===== src/rtl/spi_cs_pkg.sv =====
package spi_cs_pkg;
  localparam int MODE_BIT  = 0;
  localparam int STATE_BIT = 1;
  localparam int IDX_LO    = 8;
  localparam int IDX_W     = 2;
  localparam int POL_BIT   = 12;
  localparam int FIELD_W   = 13;

  typedef enum logic [2:0] {
    FR_IDLE,
    FR_LEAD,
    FR_RUN,
    FR_TRAIL,
    FR_GAP
  } frame_st_e;

  typedef struct packed {
    logic             sw_mode;
    logic             state;
    logic [IDX_W-1:0] idx;
    logic             pol;
  } cs_fields_t;

  function automatic cs_fields_t unpack_ctl(input logic [FIELD_W-1:0] w);
    cs_fields_t f;
    f.sw_mode = w[MODE_BIT];
    f.state   = w[STATE_BIT];
    f.idx     = w[IDX_LO +: IDX_W];
    f.pol     = w[POL_BIT];
    return f;
  endfunction
endpackage


===== src/rtl/cs_ctrl_reg.sv =====
module cs_ctrl_reg
  import spi_cs_pkg::*;
#(
  parameter int          DW       = 16,
  parameter logic [DW-1:0] RST_WORD = '0
) (
  input  logic          clk_i,
  input  logic          rst_ni,
  input  logic          wr_i,
  input  logic [DW-1:0] wdata_i,
  output logic [DW-1:0] q_o
);
  localparam logic [DW-1:0] FIELD_MASK =
      (DW'(1) << MODE_BIT) | (DW'(1) << STATE_BIT) |
      (DW'((1 << IDX_W) - 1) << IDX_LO) | (DW'(1) << POL_BIT);

  logic [DW-1:0] q;

  always_ff @(posedge clk_i or negedge rst_ni) begin
    if (!rst_ni)   q <= RST_WORD & FIELD_MASK;
    else if (wr_i) q <= wdata_i & FIELD_MASK;
  end

  assign q_o = q;

  a_r2_field_store: assert property (@(posedge clk_i) disable iff (!rst_ni)
    wr_i |=> (q_o == ($past(wdata_i) & FIELD_MASK)));
endmodule


===== src/rtl/cs_frame_fsm.sv =====
module cs_frame_fsm
  import spi_cs_pkg::*;
(
  input  logic clk_i,
  input  logic rst_ni,
  input  logic hw_en_i,
  input  logic tx_pending_i,
  input  logic tick_i,
  output logic active_o,
  output logic run_o,
  output logic moved_o
);
  frame_st_e st_q, st_d;

  always_comb begin
    st_d = st_q;
    if (!hw_en_i) st_d = FR_IDLE;
    else if (tick_i) begin
      unique case (st_q)
        FR_IDLE:  if (tx_pending_i) st_d = FR_LEAD;
        FR_LEAD:  st_d = FR_RUN;
        FR_RUN:   if (!tx_pending_i) st_d = FR_TRAIL;
        FR_TRAIL: st_d = FR_GAP;
        FR_GAP:   st_d = FR_IDLE;
        default:  st_d = FR_IDLE;
      endcase
    end
  end

  always_ff @(posedge clk_i or negedge rst_ni) begin
    if (!rst_ni) st_q <= FR_IDLE;
    else         st_q <= st_d;
  end

  assign active_o = (st_q == FR_LEAD) || (st_q == FR_RUN) || (st_q == FR_TRAIL);
  assign run_o    = (st_q == FR_RUN);
  assign moved_o  = (st_d != st_q);

  a_r7_lead_start: assert property (@(posedge clk_i) disable iff (!rst_ni)
    (st_q == FR_IDLE && hw_en_i && tx_pending_i && tick_i) |=> (st_q == FR_LEAD));
  a_r8_trail_entry: assert property (@(posedge clk_i) disable iff (!rst_ni)
    (st_q == FR_RUN && hw_en_i && !tx_pending_i && tick_i) |=> (st_q == FR_TRAIL));
  a_r8_idle_gap: assert property (@(posedge clk_i) disable iff (!rst_ni)
    (st_q == FR_TRAIL && hw_en_i && tick_i) |=> (st_q == FR_GAP && !active_o));
endmodule


===== src/rtl/cs_level_decode.sv =====
module cs_level_decode
  import spi_cs_pkg::*;
#(
  parameter int VER = 2
) (
  input  cs_fields_t f_i,
  input  logic       hw_active_i,
  output logic       lvl_o,
  output logic       idle_lvl_o,
  output logic       idx_ok_o
);
  logic act_lvl, sw_lvl;

  generate
    if (VER == 1) begin : g_raw
      assign act_lvl = f_i.pol;
      assign sw_lvl  = f_i.state;
    end else begin : g_logical
      assign act_lvl = ~f_i.pol;
      assign sw_lvl  = f_i.state ? ~f_i.pol : f_i.pol;
    end
  endgenerate

  assign idx_ok_o   = (f_i.idx == '0);
  assign idle_lvl_o = ~act_lvl;

  always_comb begin
    if (!idx_ok_o)         lvl_o = ~act_lvl;
    else if (f_i.sw_mode)  lvl_o = sw_lvl;
    else                   lvl_o = hw_active_i ? act_lvl : ~act_lvl;
  end
endmodule


===== src/rtl/spi_cs_ctrl.sv =====
module spi_cs_ctrl
  import spi_cs_pkg::*;
#(
  parameter int VER          = 2,
  parameter bit RST_ACT_HIGH = 1'b0,
  parameter int DW           = 16
) (
  input  logic          clk_i,
  input  logic          rst_ni,
  input  logic          ctl_wr_i,
  input  logic [DW-1:0] ctl_wdata_i,
  output logic [DW-1:0] ctl_rdata_o,
  input  logic          tx_pending_i,
  input  logic          sck_tick_i,
  output logic          shift_go_o,
  output logic          cs_o
);
  localparam bit RST_POL   = (VER == 1) ? RST_ACT_HIGH : ~RST_ACT_HIGH;
  localparam bit RST_STATE = (VER == 1) ? ~RST_ACT_HIGH : 1'b0;
  localparam bit RST_CS    = ~RST_ACT_HIGH;
  localparam logic [DW-1:0] RST_WORD =
      (DW'(1) << MODE_BIT) | (DW'(RST_STATE) << STATE_BIT) | (DW'(RST_POL) << POL_BIT);

  logic [DW-1:0] ctl_q;
  cs_fields_t    fld;
  logic          hw_active, hw_run, fsm_moved;
  logic          lvl, idle_lvl, idx_ok;
  logic          cs_q;

  cs_ctrl_reg #(.DW(DW), .RST_WORD(RST_WORD)) u_reg (
    .clk_i   (clk_i),
    .rst_ni  (rst_ni),
    .wr_i    (ctl_wr_i),
    .wdata_i (ctl_wdata_i),
    .q_o     (ctl_q)
  );

  assign fld = unpack_ctl(ctl_q[FIELD_W-1:0]);

  cs_frame_fsm u_fsm (
    .clk_i        (clk_i),
    .rst_ni       (rst_ni),
    .hw_en_i      (~fld.sw_mode & idx_ok),
    .tx_pending_i (tx_pending_i),
    .tick_i       (sck_tick_i),
    .active_o     (hw_active),
    .run_o        (hw_run),
    .moved_o      (fsm_moved)
  );

  cs_level_decode #(.VER(VER)) u_dec (
    .f_i         (fld),
    .hw_active_i (hw_active),
    .lvl_o       (lvl),
    .idle_lvl_o  (idle_lvl),
    .idx_ok_o    (idx_ok)
  );

  always_ff @(posedge clk_i or negedge rst_ni) begin
    if (!rst_ni) cs_q <= RST_CS;
    else         cs_q <= lvl;
  end

  assign cs_o        = cs_q;
  assign ctl_rdata_o = ctl_q;
  assign shift_go_o  = idx_ok & (fld.sw_mode | hw_run);

  a_r6_bad_index_idle: assert property (@(posedge clk_i) disable iff (!rst_ni)
    $past(!idx_ok) |-> (cs_o == $past(idle_lvl)));
  a_r10_no_stray_edge: assert property (@(posedge clk_i) disable iff (!rst_ni)
    $changed(cs_o) |-> ($past(ctl_wr_i, 2) || $past(fsm_moved, 2)));
endmodule


===== config.mk =====
export PLATFORM = sky130hd
export DESIGN_NAME = spi_cs_ctrl
export DESIGN_NICKNAME = d
export VERILOG_FILES = /design/src/rtl/spi_cs_pkg.sv /design/src/rtl/cs_ctrl_reg.sv /design/src/rtl/cs_frame_fsm.sv /design/src/rtl/cs_level_decode.sv /design/src/rtl/spi_cs_ctrl.sv
export SDC_FILE = /design/constraint.sdc
export NUM_CORES = 1
export LEC_CHECK = 0
export BUFFER_PORTS_ARGS = -buffer_cell sky130_fd_sc_hd__buf_2
export CAP_MARGIN = 40
export CORE_MARGIN = 8
export CORE_UTILIZATION = 40
export CTS_BUF_LIST = sky130_fd_sc_hd__clkbuf_8
export DETAILED_ROUTE_END_ITERATION = 7
export GPL_TIMING_DRIVEN = 0
export PLACE_DENSITY = 0.91
export RECOVER_POWER = 25
export SLEW_MARGIN = 30
export SYNTH_ARGS = -nofsm -noshare
export SYNTH_HDL_FRONTEND = slang
export SYNTH_SLANG_ARGS = --single-unit

===== constraint.sdc =====
create_clock -name clk_i -period 1.8 [get_ports clk_i]
set_input_delay 0.09 -clock clk_i [delete_from_list [all_inputs] [get_ports clk_i]]
set_output_delay 0.09 -clock clk_i [all_outputs]
set_load 0.05 [all_outputs]

Yosys cells after proc, flatten, opt, wreduce, memory -nomap -nowiden
Index checks and enable logic that the tools add are counted.

cells by class
  equality and inequality tests = 6
  multiplexer cells = 9
  bitwise logic cells = 5
  reduce and logical (&&, ||, !) cells = 5

operator list
  operator                                                                count
  3-bit two-way mux                                                       4
  3-bit case mux with 4 select lines                                      1
  3-bit by 2-bit equality test with 1-bit output (second input constant)  2
  3-bit inequality test (second input constant)                           2
  1-bit two-way mux                                                       4
  3-bit by 1-bit equality test with 1-bit output (second input constant)  1
  3-bit logical NOT                                                       1
  3-bit AND reduction                                                     1
  1-bit AND                                                               2
  2-bit logical NOT                                                       1
  1-bit logical OR                                                        2
  2-bit inequality test (second input constant)                           1
  1-bit inverter                                                          2
  1-bit bitwise OR                                                        1

storage, ports and cells
  bits in registers = 9
  input port bits = 21
  output and inout bits = 18
  logic and storage cells = 28

Depth between registers and ports, before layout
  depth in word-level cells = 6
  gate-level depth with buffers = 3
  mapped depth without buffers = 3

Cells and area by module
From an unflattened synthesis, not the netlist that was laid out.

unflattened totals
  cell total of the unflattened synthesis = 51
  area total of the unflattened synthesis = 551.8 sq um

by module, submodules not included
  module           instances  cells each  area an instance (sq um)  sequential area each (sq um)
  cs_ctrl_reg      1          22          270.3                     127.6
  cs_frame_fsm     1          21          206.4                     75.1
  spi_cs_ctrl      1          3           40.0                      26.3
  cs_level_decode  1          5           35.0                      0.0

Least setup slack after synthesis
OpenSTA, ideal clock, no wires.

  path kind = register -> output
  start = register u_reg.q[0], in the netlist u_reg.q_o[0]
  end = output port shift_go_o
  data arrival time = 1.828 ns
  data required time = 1.710 ns
  path slack = -0.118 ns
  cell stages (with the launch flop) = 3
  buffers on the path = 0
  path through = dfstp_2 a21oi_1 nor3_1

between the ends
  cells in the longest elaborated chain, start to end = 2

ends and longest elaborated chain
  element                   line               text
  start: declaration        cs_ctrl_reg.sv:17  logic [DW-1:0] q;
  start signal: assignment  cs_ctrl_reg.sv:20  if (!rst_ni) q <= RST_WORD & FIELD_MASK;
  start signal: assignment  cs_ctrl_reg.sv:21  else if (wr_i) q <= wdata_i & FIELD_MASK;
  1-bit bitwise OR          spi_cs_ctrl.sv:66  assign shift_go_o = idx_ok & (fld.sw_mode | hw_run);
  1-bit AND                 spi_cs_ctrl.sv:66
  end: declaration          spi_cs_ctrl.sv:15  output logic shift_go_o,

Every way passes these cells.

Worst setup path after layout
  start = register u_reg.q[9], in the netlist u_reg.q_o[9]
  end = register cs_q, in the netlist cs_o

between the ends
  cells in the longest elaborated chain, start to end = 2

ends and longest elaborated chain
  element                 line                   text
  2-bit logical NOT       cs_level_decode.sv:24  assign idx_ok_o = (f_i.idx == '0);
  1-bit two-way mux       cs_level_decode.sv:28  if (!idx_ok_o) lvl_o = ~act_lvl;
  net lvl                 spi_cs_ctrl.sv:27      logic lvl, idle_lvl, idx_ok;
  end signal: assignment  spi_cs_ctrl.sv:61      else cs_q <= lvl;
  end: declaration        spi_cs_ctrl.sv:28      logic cs_q;

The timed path passes the listed nets, and every way through them passes these cells.
A chain may end at the register's enable or synchronous reset.

==> results.toml <==
[synth]
synthDistinctLibCells = 20
synth_edf_count = 0
ys_seq_area_share_pct = 44.0
synth_area_leaders = "dfrtp_1, buf_4, dfstp_2"
synth_ff_type = "dfrtp_1"
synth_top_cell_area_share_pct = 28.8
async_flop_share_pct = 100
netlist_area_sq_um = 520
ys_warn_count = 0
syn_area_per_cell_sq_um = 10.4
yosysTopAreaCell = "dfrtp_1"
syn_inst = 50
yosys_register_bits = 9

[timing]
rsz0062_at_grt = "false"
slew_viol_final = 0
max_freq_mhz = 731
finalSetupViolCount = 0
finalHoldViolCount = 0
finalSetupTns_ps = 0
finalCritPeriodShare_pct = 76.0
fin_worst_skew_ps = 6.21
fin_crit_ps = 1370

[critical_path]
cp_max_fo = 7
reg2reg_to = "cs_o"
path_cells = "or3_1 -> or4_1 -> nand4_1"
start_kind = "flop"
r2r_start = "u_reg.q_o[9]"
reg2reg_slack_ps = 430
worstSetupEndpointType = "flop"
crit_arrival_ps = 1540
crit_buf_inv = 0
required_ps = 1970
slowest_stage = "dfrtp_1"
max_stage_delay_ps = 430
critPathKind = "reg2reg"
reg2regPathDepth = 3
crit_family = "simple AND/OR/NAND/NOR gates"

[grt]
gr-usage-all-layers_pct = 8.72
grt.overflow.total = 0
grt_max_degree = 10
grt_pass1_vias = 444
antenna_found_initial = 0
grt_first_pass_wirelength_mm = 1.85

[die]
dieArea_sq_um = 2710
rows = 13
die_x_um = 52.1
io_pins = 39
die_height_um = 52.1
start_util_pct = 41.6
core_sq_um = 1250

[worst_hold_path]
worstHoldPathType = "in2reg"
worstHoldPathCells = 2
worstHoldStart = "ctl_wdata_i[12]"
hold_path_end = "u_reg.q_o[12]"

[clock_tree]
cts.htree.levels = 1
clk_latency_ps = 230
root_buffer = "clkbuf_8"
cts_made_buffers = 3
cts_tree = "built"
cts_sinks = 9
clockBufferDepth = 2
path_clk_slew_ps = 50

[place]
place_congestion = 0.670
hpwl_um = 882
place_area_sq_um = 662
port_buffers = 16

[detailed_routing]
drt_iter0_markers = 4
postRouteAntennaNets = 0
routed_wl_mm = 1.08
wl_per_cell_um = 11.3
avgViaCountPerCell = 4.33
vias = 416
drc = 0
firstDrtPassIters = 4

[layout]
drive_gt1_share_pct = 48.1
multi_input_comb_area_sq_um = 244
postLayoutCellArea_sq_um = 716
seqCellArea_sq_um = 229
syn_to_final_growth_pct = 37.5
diodes = 0
nets = 103
nFillCells = 114

[flow_run]
maxCapViolCount = 0

[power]
p_leak_nw = 0.355
powerDensity_nw_per_um2 = 932
ir_drop_mv = 0.498

[outcome]
outcome = "completed"
-- worst register-to-register path, cell delays in order (launching register included) --
cell and delay (ps):
dfrtp_1 430, or3_1 380, or4_1 400, nand4_1 100
-- report_power, final --
part | internal [mW] | switching, mW
Clock | 0.148 | 0.0765
Combinational | 0.0581 | 0.141
Sequential | 0.225 | 0.0175
-- flip-flops by register name (all words and copies together) (netlist names) --
register	flops
u_reg.q_o	5
u_fsm.st_q	3
cs_o	1
-- cell usage after synthesis (2+ instances only) --
cell,number
mux2_2,5
nor2_1,4
dfstp_2,3
buf_4,12
o21ai_0,2
a21oi_1,3
or4_1,2
dfrtp_1,6
or3_1,2
-- logic make-up (layout without fill, tap and decap cells) --
family                    count (synthesis)  in the layout  share of synthesized area, %
muxes                                     6              6                          12.7
xor gates and xnor gates                  1              1                          1.68
and+or+nand+nor                          15             15                          17.1
DFF                                       9              9                          44.0
buffers and inverters                    12             33                          17.3
AOI/OAI and AO/OA                         6              6                          6.49
other                                     1             11                         0.720
-- layer usage --
layer	track usage [%]	vias up	share of wire (%)
met2	13.2	25	43
li1	-	214	-
met4	3.98	0	0
met3	5.70	0	14
met5	0	-	0
met1	9.24	177	43
-- stage by stage --
stage               util (%)  hold slack, ps  setup slack, ps  instances  total power [mW]
floorplan                  -            -206              260         60             0.404
finish                  57.1            92.0              431         96             0.667
detailed placement      52.8           -48.9              433         91             0.444
global placement        52.8           -54.1              469         91             0.440
global route            57.1            98.3              363         96             0.694
CTS                     57.2            89.2              428         96             0.673
-- worst max path at each step --
stage	from	endpoint	slack, ps	cells after the start
after floorplan	u_reg.q_o[9]	cs_o	260	3
after global placement	u_reg.q_o[9]	cs_o	470	3
after detailed placement	u_reg.q_o[9]	cs_o	430	3
after CTS	u_reg.q_o[9]	cs_o	430	3
after global routing	u_reg.q_o[9]	cs_o	360	3
final	u_reg.q_o[9]	cs_o	430	3
-- timing repair --
action,CTS,global route
endpoints found under the setup margin,0,0
hold endpoints to repair,9,0
resized for setup,0,0
setup buffers,0,0
hold buffers,1,0
-- cells in the final DEF, fill, tap and decap left out --
master / n
o311ai_0: 1
dfstp_2: 3
nor2b_1: 1
clkbuf_1: 1
or3_1: 2
nor2_1: 4
nor3_2: 1
inv_1: 1
or4_1: 2
conb_1: 11
dlygate4sd3_1: 1
or4b_1: 1
buf_2: 15
dfrtp_1: 6
o21ai_0: 2
nand2b_1: 1
clkbuf_8: 3
nand4_1: 1
a21oi_1: 3
and3b_1: 1
nand2_1: 1
mux2_2: 5
mux2i_1: 1
xnor2_1: 1
buf_4: 12
-- layout make-up --
cell class	count	share of cell area (%)
clock inverter	1	0.524
timing repair buffer	17	12.4
clock buffer	3	5.77
multi-input combinational	39	34.1
buffer	12	12.6
tap	15	2.62
sequential	9	32.0
No activity file was read; power rests on OpenSTA's default activity.
